**src/rtl/serdac_pkg.sv**
```systemverilog
package serdac_pkg;
  typedef struct packed {
    logic shiftEn;
    logic loadEn;
  } ctrlStrobes_t;
endpackage

```
**src/rtl/serdac_sync.sv**
```systemverilog
module serdac_sync #(
  parameter int WIDTH = 4,
  parameter int STAGES = 2,
  parameter logic [WIDTH-1:0] RESET_VAL = '0
) (
  input  logic clk,
  input  logic rstN,
  input  logic [WIDTH-1:0] asyncIn,
  output logic [WIDTH-1:0] syncOut
);
  logic [WIDTH-1:0] chain [STAGES];

  for (genvar s = 0; s < STAGES; s++) begin : g_stage
    always_ff @(posedge clk or negedge rstN) begin
      if (!rstN) chain[s] <= RESET_VAL;
      else if (s == 0) chain[s] <= asyncIn;
      else chain[s] <= chain[(s == 0) ? 0 : s-1];
    end
  end

  assign syncOut = chain[STAGES-1];
endmodule

```
**src/rtl/serdac_ctrl.sv**
```systemverilog
module serdac_ctrl
  import serdac_pkg::*;
(
  input  logic clk,
  input  logic rstN,
  input  logic sclkSync,
  input  logic csSync,
  input  logic ldSync,
  input  logic clrSync,
  output ctrlStrobes_t strobes
);
  logic sclkPrev;
  logic ldPrev;

  always_ff @(posedge clk or negedge rstN) begin
    if (!rstN) begin
      sclkPrev <= 1'b1;
      ldPrev   <= 1'b1;
    end else begin
      sclkPrev <= sclkSync;
      ldPrev   <= ldSync;
    end
  end

  always_comb begin
    strobes.shiftEn = sclkSync && !sclkPrev && !csSync;
    strobes.loadEn  = !ldSync && ldPrev && clrSync;
  end
endmodule

```
**src/rtl/serdac_datapath.sv**
```systemverilog
module serdac_datapath
  import serdac_pkg::*;
#(
  parameter int DATA_W = 12
) (
  input  logic clk,
  input  logic rstN,
  input  logic dacClrN,
  input  logic sdiBit,
  input  ctrlStrobes_t strobes,
  output logic [DATA_W-1:0] shiftWord,
  output logic [DATA_W-1:0] dacWord
);
  always_ff @(posedge clk or negedge rstN) begin
    if (!rstN) shiftWord <= '0;
    else if (strobes.shiftEn) shiftWord <= {shiftWord[DATA_W-2:0], sdiBit};
  end

  always_ff @(posedge clk or negedge dacClrN) begin
    if (!dacClrN) dacWord <= '0;
    else if (strobes.loadEn) dacWord <= shiftWord;
  end
endmodule

```
**src/rtl/serdac_front.sv**
```systemverilog
module serdac_front
  import serdac_pkg::*;
#(
  parameter int DATA_W = 12,
  parameter int SYNC_STAGES = 2
) (
  input  logic clk,
  input  logic rstN,
  input  logic sclkIn,
  input  logic sdiIn,
  input  logic csN,
  input  logic ldN,
  input  logic clrN,
  output logic [DATA_W-1:0] dacCode
);
  localparam int PIN_N = 5;
  localparam logic [PIN_N-1:0] PIN_IDLE = 5'b11110;

  logic [PIN_N-1:0] pinSync;
  logic sdiSync, sclkSync, csSync, ldSync, clrSync;
  logic dacClrN;
  ctrlStrobes_t strobes;
  logic [DATA_W-1:0] shiftWord;

  serdac_sync #(.WIDTH(PIN_N), .STAGES(SYNC_STAGES), .RESET_VAL(PIN_IDLE)) u_sync (
    .clk(clk), .rstN(rstN),
    .asyncIn({clrN, ldN, csN, sclkIn, sdiIn}),
    .syncOut(pinSync)
  );
  assign {clrSync, ldSync, csSync, sclkSync, sdiSync} = pinSync;

  serdac_ctrl u_ctrl (
    .clk(clk), .rstN(rstN), .sclkSync(sclkSync), .csSync(csSync),
    .ldSync(ldSync), .clrSync(clrSync), .strobes(strobes)
  );

  assign dacClrN = rstN & clrN;

  serdac_datapath #(.DATA_W(DATA_W)) u_dp (
    .clk(clk), .rstN(rstN), .dacClrN(dacClrN), .sdiBit(sdiSync),
    .strobes(strobes), .shiftWord(shiftWord), .dacWord(dacCode)
  );
endmodule

```
**config.mk**
```make
export PLATFORM = sky130hd
export DESIGN_NAME = serdac_front
export DESIGN_NICKNAME = d
export VERILOG_FILES = /design/src/rtl/serdac_pkg.sv /design/src/rtl/serdac_sync.sv /design/src/rtl/serdac_ctrl.sv /design/src/rtl/serdac_datapath.sv /design/src/rtl/serdac_front.sv
export SDC_FILE = /design/constraint.sdc
export NUM_CORES = 1
export LEC_CHECK = 0
export CORE_MARGIN = 3
export CORE_UTILIZATION = 60
export DETAILED_ROUTE_END_ITERATION = 7
export DONT_BUFFER_PORTS = 1
export HOLD_SLACK_MARGIN = 0.15
export PLACE_DENSITY = 0.76
export SYNTH_ARGS = -nofsm -noshare
export SYNTH_HDL_FRONTEND = slang
export SYNTH_SLANG_ARGS = --single-unit
```
**constraint.sdc**
```tcl
create_clock -name clk -period 3.1 [get_ports clk]
set_clock_uncertainty 0.2 [all_clocks]
set_input_delay 0.31 -clock clk [delete_from_list [all_inputs] [get_ports clk]]
set_output_delay 0.31 -clock clk [all_outputs]
set_load 0.02 [all_outputs]
```
==> key figures <==
Run status
  • Status: finished clean

Worst hold path
  • Worst min path class: reg2reg

Power and ir drop
  • P per Cell Area: 763.3 mW/mm²
  • Leakage: 0.6381 nW
  • Flop pwr share: 67.5%
  • Sw frac: 28.48%
  • Pint: 0.7479 mW
  • Worst vdd ir: 0.0004563 V
  • P_sw: 0.2979 mW
  • Tot Pwr: 1.046 mW
  • Power share of the combinational group: 11.2%
  • Clock power frac: 21.3%

Yosys
  • Average size of a mapped cell: 19.25 µm²
  • Syn nets: 72
  • Register bit total from synthesis: 36
  • Post-synthesis cell count: 65
  • Yosys cell types: 7
  • Yosys Warn Count: 0
  • Synthesized area: 0.001251 mm²
  • Sequential area share after synthesis: 73.00%

Finish
  • Most common cell after layout, fill and taps aside: dfrtp_1
  • Fraction of layout cells with a size suffix above 1: 54.55%
  • Inserted Diodes: 0
  • Register Area: 913.4 µm²
  • Most frequent cells in the layout: dfrtp_1 (26), mux2_2 (24), dfstp_2 (10)
  • Final Instance Count excl. Fillers: 102
  • Area added between synthesis and finish: 9.500%
  • Fillers: 114
  • Layout Nets: 83
  • Multi-input gate area: 315.3 µm²

Timing
  • Post-route minimum period: 1886 ps
  • Max-slew violations: 0
  • Fin Hold WS: 155.5 ps
  • Final hold viol count: 0
  • Slew @ Worst Pin: 1014 ps
  • RSZ-0062 raised after global routing: no
  • Fin crit share: 60.83%
  • Final Worst Setup Slack: 1214 ps
  • Setup-failing EPs final: 0
  • Fmax: 0.5303 GHz
  • Worst slew margin: 32.15%
  • Total Neg Setup Slack: 0 ps

Critical path
  • Critical Path RT: 3330 ps
  • Max incr delay on CP: 1210 ps
  • WS Path Type: in2async
  • Crit path DAT: 2120 ps
  • CP max stage cell: dlygate4sd3_1
  • Cell family with most CP delay: buffers and inverters
  • CP endpoint kind: async pin
  • Bufs and invs on worst path: 1
  • Crit path max fanout: 25
  • CP Launch Type: primary input
  • Crit-path cells: dlygate4sd3_1 -> and2_1
  • Worst R2R Setup Slack: 1310 ps

Global routing
  • First-pass GRT wire length: 2.973 mm
  • M3 GR Usage: 8.309%
  • GR Util met1: 21.60%
  • Vias in the first global route: 604
  • Largest net degree at the start of global routing: 26
  • GRT Util Overall: 16.83%
  • GRT busiest layer: met2
  • GRT overflow: 0
  • Initial antenna violation count: 0
  • GR Layer Usage met2: 23.94%

Placed design
  • Setup WS pre-CTS: 1319 ps
  • Dpl hpwl: 1.104 mm
  • GP Congestion: 0.6712
  • Placed insts: 88
  • Port bufs: 0

Clocking
  • Clock tree root driver cell: clkbuf_4
  • CTS tree: yes
  • CTS H-tree depth: 2
  • Max Root-Sink Buffers: 2
  • Worst skew pair latency: 320 ps
  • CTS Buf Count: 5
  • Setup bufs post-CTS: 0
  • Clock transition at path regs: 90 ps
  • CTS sink cnt: 36

Detailed routing
  • Avg WL per Cell: 16.33 µm
  • Via Count: 540
  • DRC violation count after routing: 0
  • Antenna Nets Post-Route: 0
  • TritonRoute pass-1 iters: 2
  • DR iter-0 viols: 1
  • Vias per cell: 5.294
  • Final WL: 1.666 mm

Floorplanning
  • Initial Util: 68.03%
  • Row cnt: 15
  • Die Span Y: 51.67 µm
  • IO Pins: 19
  • Die area: 0.002669 mm²
  • Die W: 51.67 µm
  • Core ar.: 0.001839 mm²

Run
  • Total of max-cap violations: 0
[worst paths after layout]
check                           cells past startpoint               from                 to
worst min-delay path                                0    u_sync.chain[5]  u_sync.syncOut[0]
worst min register to register                      0    u_sync.chain[5]  u_sync.syncOut[0]
max in group clk                                    2  u_sync.syncOut[1]  u_dp.shiftWord[4]
min in group asynchronous                           2               clrN    u_dp.dacWord[9]
worst max register to register                      2  u_sync.syncOut[1]  u_dp.shiftWord[4]
worst max-delay path                                2               rstN    u_dp.dacWord[1]
[timing repair]
| item | 4_1_cts | 5_1_grt |
|---|---|---|
| hold buffers | 6 | 0 |
| gates resized for setup | 0 | 0 |
| hold endpoints to repair | 41 | 0 |
[cells by family after synthesis]
| kind of cell | Yosys count | synth area share, % |
|---|---|---|
| flip-flops | 36 | 73.00 |
| multiplexers | 24 | 21.60 |
| AND/OR/NAND/NOR | 3 | 3.601 |
| buffers and inverters | 2 | 1.800 |
[layer usage]
layer	share of wire, %	wire [µm]
met5	0	0
met4	1.6	27
met3	6.6	110
met2	49	811
met1	43	717
[stage by stage]
step,util [%],cell area (µm²)
after detailed placement,68.50,1260
after global routing,74.49,1370
after global placement,68.50,1260
after CTS,74.49,1370
after floorplan,-,1251
final,74.49,1370
[synthesized netlist by cell type]
cell type | number | area share, %
and2_1 | 1 | 0.50
mux2_2 | 24 | 22
buf_6 | 2 | 1.8
nor3b_4 | 1 | 1.5
dfstp_2 | 10 | 21
dfrtp_1 | 26 | 52
nand3b_4 | 1 | 1.6
[final cells by class]
cell class | count | area share, %
Multi-Input combinational cell | 27 | 23.01
Sequential cell | 36 | 66.67
Clock buffer | 7 | 3.288
Tap cell | 25 | 2.283
Timing Repair Buffer | 6 | 4.384
Clock inverter | 1 | 0.3653
[flip-flops by register name (all words and copies together), names as in the netlist]
signal,count
u_sync.chain,5
u_dp.shiftWord,12
u_ctrl.sclkPrev,1
u_dp.dacWord,12
u_ctrl.ldPrev,1
u_sync.syncOut,5
[power by group through the flow]
stage,logic [mW],registers [mW],clock network (mW)
6_report,0.118,0.706,0.223
5_1_grt,0.134,0.723,0.252
4_1_cts,0.120,0.708,0.232
3_5_place_dp,0.107,0.716,0
3_3_place_gp,0.102,0.713,0
2_1_floorplan,0.0989,0.693,0
Power figures use the tool's default switching activity.
